### src/rtl/srx_pkg.sv
package srx_pkg;
  typedef enum logic [2:0] {
    ST_IDLE,
    ST_START,
    ST_DATA,
    ST_NINTH,
    ST_STOP
  } rx_state_e;
endpackage

### src/rtl/srx_sync.sv
module srx_sync #(
  parameter int STAGES    = 2,
  parameter bit RESET_VAL = 1'b1
) (
  input  logic clk,
  input  logic rst,
  input  logic din,
  output logic dout
);
  logic [STAGES-1:0] chain;

  always_ff @(posedge clk) begin
    if (rst) chain <= {STAGES{RESET_VAL}};
    else     chain <= {chain[STAGES-2:0], din};
  end

  assign dout = chain[STAGES-1];
endmodule

### src/rtl/srx_deframer.sv
module srx_deframer
  import srx_pkg::*;
#(
  parameter int DATA_W = 8,
  parameter int OVS    = 16
) (
  input  logic              clk,
  input  logic              rst,
  input  logic              en,
  input  logic              tick,
  input  logic              rx,
  input  logic              nine_en,
  output logic              fr_valid,
  output logic [DATA_W-1:0] fr_data,
  output logic              fr_ninth,
  output logic              fr_ferr
);
  localparam int CW   = $clog2(OVS);
  localparam int BW   = $clog2(DATA_W + 1);
  localparam int HALF = OVS / 2;

  rx_state_e         state;
  logic [CW-1:0]     tcnt;
  logic [BW-1:0]     bcnt;
  logic [DATA_W-1:0] shreg;
  logic              ninth_q;
  logic              prev;
  logic              full_bit;

  assign full_bit = (tcnt == CW'(OVS - 1));

  always_ff @(posedge clk) begin
    if (rst) begin
      state    <= ST_IDLE;
      tcnt     <= '0;
      bcnt     <= '0;
      shreg    <= '0;
      ninth_q  <= 1'b0;
      prev     <= 1'b1;
      fr_valid <= 1'b0;
      fr_ferr  <= 1'b0;
    end else begin
      fr_valid <= 1'b0;
      if (tick) prev <= rx;
      if (!en) begin
        state <= ST_IDLE;
        tcnt  <= '0;
      end else if (tick) begin
        case (state)
          ST_IDLE: begin
            if (prev && !rx) begin
              state <= ST_START;
              tcnt  <= '0;
            end
          end
          ST_START: begin
            if (tcnt == CW'(HALF - 1)) begin
              tcnt    <= '0;
              bcnt    <= '0;
              ninth_q <= 1'b0;
              state   <= rx ? ST_IDLE : ST_DATA;
            end else begin
              tcnt <= tcnt + CW'(1);
            end
          end
          ST_DATA: begin
            if (full_bit) begin
              tcnt  <= '0;
              shreg <= {rx, shreg[DATA_W-1:1]};
              if (bcnt == BW'(DATA_W - 1)) state <= nine_en ? ST_NINTH : ST_STOP;
              else                         bcnt  <= bcnt + BW'(1);
            end else begin
              tcnt <= tcnt + CW'(1);
            end
          end
          ST_NINTH: begin
            if (full_bit) begin
              tcnt    <= '0;
              ninth_q <= rx;
              state   <= ST_STOP;
            end else begin
              tcnt <= tcnt + CW'(1);
            end
          end
          ST_STOP: begin
            if (full_bit) begin
              tcnt     <= '0;
              fr_valid <= 1'b1;
              fr_ferr  <= !rx;
              state    <= ST_IDLE;
            end else begin
              tcnt <= tcnt + CW'(1);
            end
          end
          default: state <= ST_IDLE;
        endcase
      end
    end
  end

  assign fr_data  = shreg;
  assign fr_ninth = ninth_q;


  disabled_idle_chk: assert property (@(posedge clk) disable iff (rst)
    !en |=> (state == ST_IDLE));


  single_pulse_chk: assert property (@(posedge clk) disable iff (rst)
    fr_valid |=> !fr_valid);


  no_ninth_chk: assert property (@(posedge clk) disable iff (rst)
    (fr_valid && !nine_en && !$past(nine_en)) |-> !fr_ninth);
endmodule

### src/rtl/srx_fifo.sv
module srx_fifo #(
  parameter int W     = 10,
  parameter int DEPTH = 2
) (
  input  logic                         clk,
  input  logic                         rst,
  input  logic                         push,
  input  logic [W-1:0]                 din,
  input  logic                         pop,
  output logic [W-1:0]                 dout,
  output logic [$clog2(DEPTH+1)-1:0]   level,
  output logic                         full,
  output logic                         empty
);
  localparam int AW = (DEPTH > 1) ? $clog2(DEPTH) : 1;
  localparam int LW = $clog2(DEPTH + 1);

  logic [W-1:0]  mem [DEPTH];
  logic [AW-1:0] wr_ptr;
  logic [AW-1:0] rd_ptr;
  logic [LW-1:0] cnt;
  logic          do_push;
  logic          do_pop;

  assign full    = (cnt == LW'(DEPTH));
  assign empty   = (cnt == '0);
  assign do_push = push && !full;
  assign do_pop  = pop && !empty;

  function automatic logic [AW-1:0] bump(input logic [AW-1:0] p);
    return (p == AW'(DEPTH - 1)) ? '0 : p + AW'(1);
  endfunction

  always_ff @(posedge clk) begin
    if (do_push) mem[wr_ptr] <= din;
  end

  always_ff @(posedge clk) begin
    if (rst) begin
      wr_ptr <= '0;
      rd_ptr <= '0;
      cnt    <= '0;
    end else begin
      if (do_push) wr_ptr <= bump(wr_ptr);
      if (do_pop)  rd_ptr <= bump(rd_ptr);
      case ({do_push, do_pop})
        2'b10:   cnt <= cnt + LW'(1);
        2'b01:   cnt <= cnt - LW'(1);
        default: cnt <= cnt;
      endcase
    end
  end

  assign dout  = mem[rd_ptr];
  assign level = cnt;


  level_bound_chk: assert property (@(posedge clk) disable iff (rst)
    cnt <= LW'(DEPTH));


  pop_empty_chk: assert property (@(posedge clk) disable iff (rst)
    (pop && empty && !push) |=> empty);


  push_grow_chk: assert property (@(posedge clk) disable iff (rst)
    (push && !pop && !full) |=> (cnt == $past(cnt) + LW'(1)));
endmodule

### src/rtl/async_rx_fifo2.sv
module async_rx_fifo2 #(
  parameter int DATA_W      = 8,
  parameter int OVS         = 16,
  parameter int DEPTH       = 2,
  parameter int SYNC_STAGES = 2
) (
  input  logic              clk,
  input  logic              rst,
  input  logic              rx_line,
  input  logic              os_tick,
  input  logic              rx_en,
  input  logic              nine_en,
  input  logic              addr_en,
  input  logic              rd_pop,
  output logic              avail,
  output logic [DATA_W-1:0] head_data,
  output logic              head_ninth,
  output logic              head_ferr,
  output logic              overrun
);
  localparam int EW = DATA_W + 2;
  localparam int LW = $clog2(DEPTH + 1);

  logic              rx_s;
  logic              fr_valid;
  logic [DATA_W-1:0] fr_data;
  logic              fr_ninth;
  logic              fr_ferr;
  logic              drop_filt;
  logic              push;
  logic [EW-1:0]     head;
  logic [LW-1:0]     level;
  logic              full;
  logic              empty;

  srx_sync #(.STAGES(SYNC_STAGES), .RESET_VAL(1'b1)) u_sync (
    .clk(clk), .rst(rst), .din(rx_line), .dout(rx_s)
  );

  srx_deframer #(.DATA_W(DATA_W), .OVS(OVS)) u_deframer (
    .clk(clk), .rst(rst), .en(rx_en), .tick(os_tick), .rx(rx_s),
    .nine_en(nine_en), .fr_valid(fr_valid), .fr_data(fr_data),
    .fr_ninth(fr_ninth), .fr_ferr(fr_ferr)
  );

  assign drop_filt = nine_en && addr_en && !fr_ninth;
  assign push      = fr_valid && rx_en && !drop_filt && !overrun && !full;

  always_ff @(posedge clk) begin
    if (rst || !rx_en)                       overrun <= 1'b0;
    else if (fr_valid && !drop_filt && full) overrun <= 1'b1;
  end

  srx_fifo #(.W(EW), .DEPTH(DEPTH)) u_fifo (
    .clk(clk), .rst(rst), .push(push), .din({fr_ferr, fr_ninth, fr_data}),
    .pop(rd_pop), .dout(head), .level(level), .full(full), .empty(empty)
  );

  assign avail      = !empty;
  assign head_data  = head[DATA_W-1:0];
  assign head_ninth = head[DATA_W];
  assign head_ferr  = head[DATA_W+1];


  overrun_on_full_chk: assert property (@(posedge clk) disable iff (rst)
    (fr_valid && rx_en && !drop_filt && full) |=> overrun);


  overrun_sticky_chk: assert property (@(posedge clk) disable iff (rst)
    (overrun && rx_en) |=> overrun);


  overrun_blocks_chk: assert property (@(posedge clk) disable iff (rst)
    (overrun && !rd_pop) |=> (level == $past(level)));


  filter_drop_chk: assert property (@(posedge clk) disable iff (rst)
    (fr_valid && drop_filt && !rd_pop) |=> ($stable(level) && $stable(overrun)));
endmodule

### config.mk
export PLATFORM = sky130hd
export DESIGN_NAME = async_rx_fifo2
export DESIGN_NICKNAME = d
export VERILOG_FILES = /design/src/rtl/srx_pkg.sv /design/src/rtl/srx_sync.sv /design/src/rtl/srx_deframer.sv /design/src/rtl/srx_fifo.sv /design/src/rtl/async_rx_fifo2.sv
export SDC_FILE = /design/constraint.sdc
export NUM_CORES = 1
export LEC_CHECK = 0
export ABC_CLOCK_PERIOD_IN_PS = 1800
export BUFFER_PORTS_ARGS = -buffer_cell sky130_fd_sc_hd__buf_2
export CAP_MARGIN = 40
export CORE_AREA = 4 4 93 95
export DETAILED_ROUTE_END_ITERATION = 7
export DIE_AREA = 0 0 97 99
export SKIP_LAST_GASP = 1
export SYNTH_ARGS = -nofsm -noshare
export SYNTH_HDL_FRONTEND = slang
export SYNTH_HIERARCHICAL = 1
export SYNTH_SLANG_ARGS = --single-unit
### constraint.sdc
create_clock -name clk -period 1.8 [get_ports clk]
set_input_delay 0.36 -clock clk [delete_from_list [all_inputs] [get_ports clk]]
set_output_delay 0.36 -clock clk [all_outputs]
set_load 0.02 [all_outputs]
==> results.txt <==
----------------------------------------------------
[Global routing]
  Number of global-route vias before repair ... 1585
  Number of antenna violations at the first check in global routing ... 0
  Largest net degree at the start of global routing ... 19
  Overall overflow remaining after global route ... 0
  Global router's overall resource usage ... 9.69%
  First-pass GRT wire length ... 7.69 mm

[Placed design]
  Detailed placer's ending HPWL ... 3.15 mm
  Number of cells after detailed placement ... 336
  Weighted congestion at the end of routability-driven global placement ... 0.799
  IO buf count ... 19
  Setup WS pre-CTS ... -0.00451 ns

[Setup path]
  Startpoint-to-endpoint class of the critical path ... reg -> reg
  Depth of the worst register-to-register path ... 8
  Reg-to-reg startpoint ... u_fifo/level[0]
  Worst path required time ... 2.05 ns
  Type of element launching the critical path ... flop
  Reg-to-reg slack, setup ... 0.11 ns
  Crit path to ... u_fifo/level[1]
  Arrival time at the worst endpoint ... 1.93 ns
  Start point of the critical path ... u_fifo/level[0]
  Crit. End Element ... flop
  Max FO, Critical Path ... 4
  R2r endpoint ... u_fifo/level[1]

[Timing]
  Hold violation total from the final report ... 0
  Hold slack ... 0.226 ns
  Number of max-slew violations in the final report ... 0
  Final cycle utilization of the critical path ... 93.6%
  Setup repair after global routing missed its margin ... true
  Post-Route Skew ... 0.00708 ns
  Number of endpoints failing setup at the final stage ... 0
  Setup WS post-layout ... 0.115 ns
  Tmin final ... 1.69 ns
  Transition time at the pin with the least slew margin ... 0.474 ns
  Worst slew margin ... 68.3%
  Achievable Freq ... 593 MHz

[Synth]
  Number of distinct library cells after synthesis ... 51
  Number of warnings printed during yosys synthesis ... 6
  Number of enable flip-flop cells after synthesis ... 20
  Post-Syn Area ... 2300 sq um
  Syn Nets ... 223
  Mapped Cells ... 212
  Largest cells by area after synthesis ... sky130_fd_sc_hd__dfxtp_1 (27%), sky130_fd_sc_hd__edfxtp_1 (26%), sky130_fd_sc_hd__mux2i_1 (5.7%)
  Synth Register Bits ... 51
  Predominant post-synthesis flop cell ... sky130_fd_sc_hd__dfxtp_1
  Part of the Yosys area used for sequential elements ... 53.1%
  Library cell with the largest summed area after synthesis ... sky130_fd_sc_hd__dfxtp_1
  Mean instance size in the synthesized netlist ... 10.9 sq um
  Share of flip-flops with an asynchronous set or reset after synthesis ... 0%
  Area share of the largest cell type after synthesis ... 27.0%

[Power and ir drop]
  Sequential Power Share ... 57.8%
  Proportion of total power due to net switching ... 21.0%
  Clock group share of total power ... 39.7%
  Peak VDD IR ... 0.291 mV
  Leakage Power ... 1.16 nW
  Power spent charging and discharging nets ... 0.434 mW
  Combinational power share ... 2.5%
  PwrDens ... 756 nW/um^2
  Int Power ... 1.63 mW

[CTS]
  Clock root buffer ... sky130_fd_sc_hd__clkbuf_8
  Buffers from clock root to sink, at most ... 2
  Number of buffers created by CTS ... 5
  Register clock-pin slew on the reported worst setup and hold paths ... 0.10 ns
  Count of clock tree sinks ... 51
  CTS H-tree lvls ... 2
  Clock network latency to the later pin of the worst-skew pair ... 0.31 ns
  Clock tree from TritonCTS ... built
  Cts hold-fix bufs ... 0

[Floorplanning]
  Die Span Y ... 99 um
  Die Wd ... 97 um
  Core box area ... 7730 sq um
  Effective utilization at floorplan ... 29.8%
  Floorplan row count ... 32
  Die ar. ... 9600 sq um
  Top-level port count ... 20

[Drt]
  DRT iter0 DRCs ... 60
  Routed Wire Length ... 4.56 mm
  Number of remaining DRC errors ... 0
  Wire per inst ... 13.2 um
  Antenna-violating nets left ... 0
  First-pass detailed-route iteration total ... 6
  Via total after detailed routing ... 1667
  Via/cell ratio ... 4.85

[Outcome]
  Run status ... completed

[Cells and area]
  Total area of sequential cells ... 1230 sq um
  Diode count ... 0
  Filler-free cell count of the finished design ... 344
  # nets final ... 252
  Multi-input combinational cell area ... 1030 sq um
  Final core area utilization ... 35.4%
  Synth-to-Final Area Change ... 18.9%
  Most common cell after layout, fill and taps aside ... sky130_fd_sc_hd__dfxtp_1
  Final-layout fill cell count ... 766
  Fraction of layout instances using a drive strength above 1 ... 28.1%
  Top library cells by usage in the layout, fill and taps aside ... sky130_fd_sc_hd__dfxtp_1 (27), sky130_fd_sc_hd__edfxtp_1 (20), sky130_fd_sc_hd__buf_2 (19), sky130_fd_sc_hd__nor2_1 (17), sky130_fd_sc_hd__buf_4 (14)

[Hold path]
  Hold WC Path Type ... in -> reg

[Job]
  Max-cap check violation count ... 0

----------------------------------------------------
==> critical path: stages, from the launching register on <==
cell	delay [ns]
sky130_fd_sc_hd__dfxtp_2	0.34
sky130_fd_sc_hd__nand2b_4	0.13
sky130_fd_sc_hd__inv_2	0.05
sky130_fd_sc_hd__nor2_2	0.07
sky130_fd_sc_hd__and4_4	0.22
sky130_fd_sc_hd__nand2_2	0.06
sky130_fd_sc_hd__ha_4	0.24
sky130_fd_sc_hd__or3_1	0.38
sky130_fd_sc_hd__a21oi_2	0.14
==> sequential cells by signal, summed over array words and instances (netlist names), named ones only <==
signal,flops
u_deframer/fr_valid,1
u_deframer/state,3
u_deframer/bcnt,4
u_fifo/mem,20
u_deframer/prev,1
u_deframer/fr_ferr,1
u_deframer/fr_ninth,1
u_deframer/tcnt,4
u_fifo/wr_ptr,1
u_deframer/fr_data,8
overrun,1
u_fifo/rd_ptr,1
u_sync/chain,2
u_fifo/level,2
==> area by class of cell <==
cell class	instances	area share, %
Sequential cell	51	44.8
Multi-Input combinational cell	141	37.5
Timing Repair Buffer	33	7.32
Tap cell	102	4.66
Clock buffer	5	2.51
Clock inverter	3	1.74
Inverter	9	1.42
==> cells by family after synthesis <==
kind of cell,synth area share (%)
buffers and inverters,3.97
muxes,10.5
DFF,53.1
adders and majority gates,1.63
xor gates and xnor gates,1.14
and+or+nand+nor,18.7
AOI/OAI and AO/OA,10.9
==> what timing repair did <==
action | 4_1_cts | 5_1_grt
pin swaps | 1 | 0
endpoints found under the setup margin | 11 | 12
gates resized for setup | 1 | 14
buffers inserted | 0 | 0
==> metal layers <==
metal | vias to the layer above | global-route usage (%) | wire length (um)
li1 | 837 | - | -
met1 | 793 | 12.5 | 2190
met2 | 34 | 15.6 | 2140
met3 | 3 | 2.83 | 202
met4 | 0 | 3.24 | 18
met5 | - | 0 | 0
==> cell usage after synthesis (all sizes together) (2+ instances only) <==
cell type	n
a21oi	8
nand3b	2
nand3	5
o21ai	10
a32o	2
edfxtp	20
and3b	2
o211ai	4
mux2	10
dfxtp	31
xnor2	2
nor2	18
nand2b	5
buf	4
and2	2
nor3	3
and4	3
nand4b	3
inv	9
or2	2
ha	3
clkbuf	7
nand2	10
mux2i	13
nor2b	5
a31o	2
nand4	4
or3	5
==> how the worst min path moves through the flow <==
stage,startpoint,to,depth (start not counted)
floorplan,u_sync/chain[0],u_sync/chain[1],1
global placement,u_sync/chain[0],u_sync/chain[1],1
detailed placement,u_sync/chain[0],u_sync/chain[1],1
CTS,rx_line,u_sync/chain[0],2
global route,rx_line,u_sync/chain[0],2
finish,rx_line,u_sync/chain[0],2
==> power by group through the flow <==
stage / clock network [mW] / registers [mW] / logic, mW
6_report: 0.821 / 1.20 / 0.0522
5_1_grt: 0.884 / 1.20 / 0.0589
4_1_cts: 0.845 / 1.20 / 0.0531
3_5_place_dp: 0 / 1.22 / 0.0528
3_3_place_gp: 0 / 1.22 / 0.0525
2_1_floorplan: 0 / 1.22 / 0.0301
==> per-stage QoR <==
stage / setup TNS (ns) / instance area (sq um) / total power, mW
finish: 0 / 2740 / 2.07
global route: -0.00323 / 2740 / 2.14
CTS: 0 / 2690 / 2.09
detailed placement: -0.00451 / 2570 / 1.27
global placement: 0 / 2570 / 1.27
floorplan: 0 / 2300 / 1.25
Power figures use the tool's default switching activity.
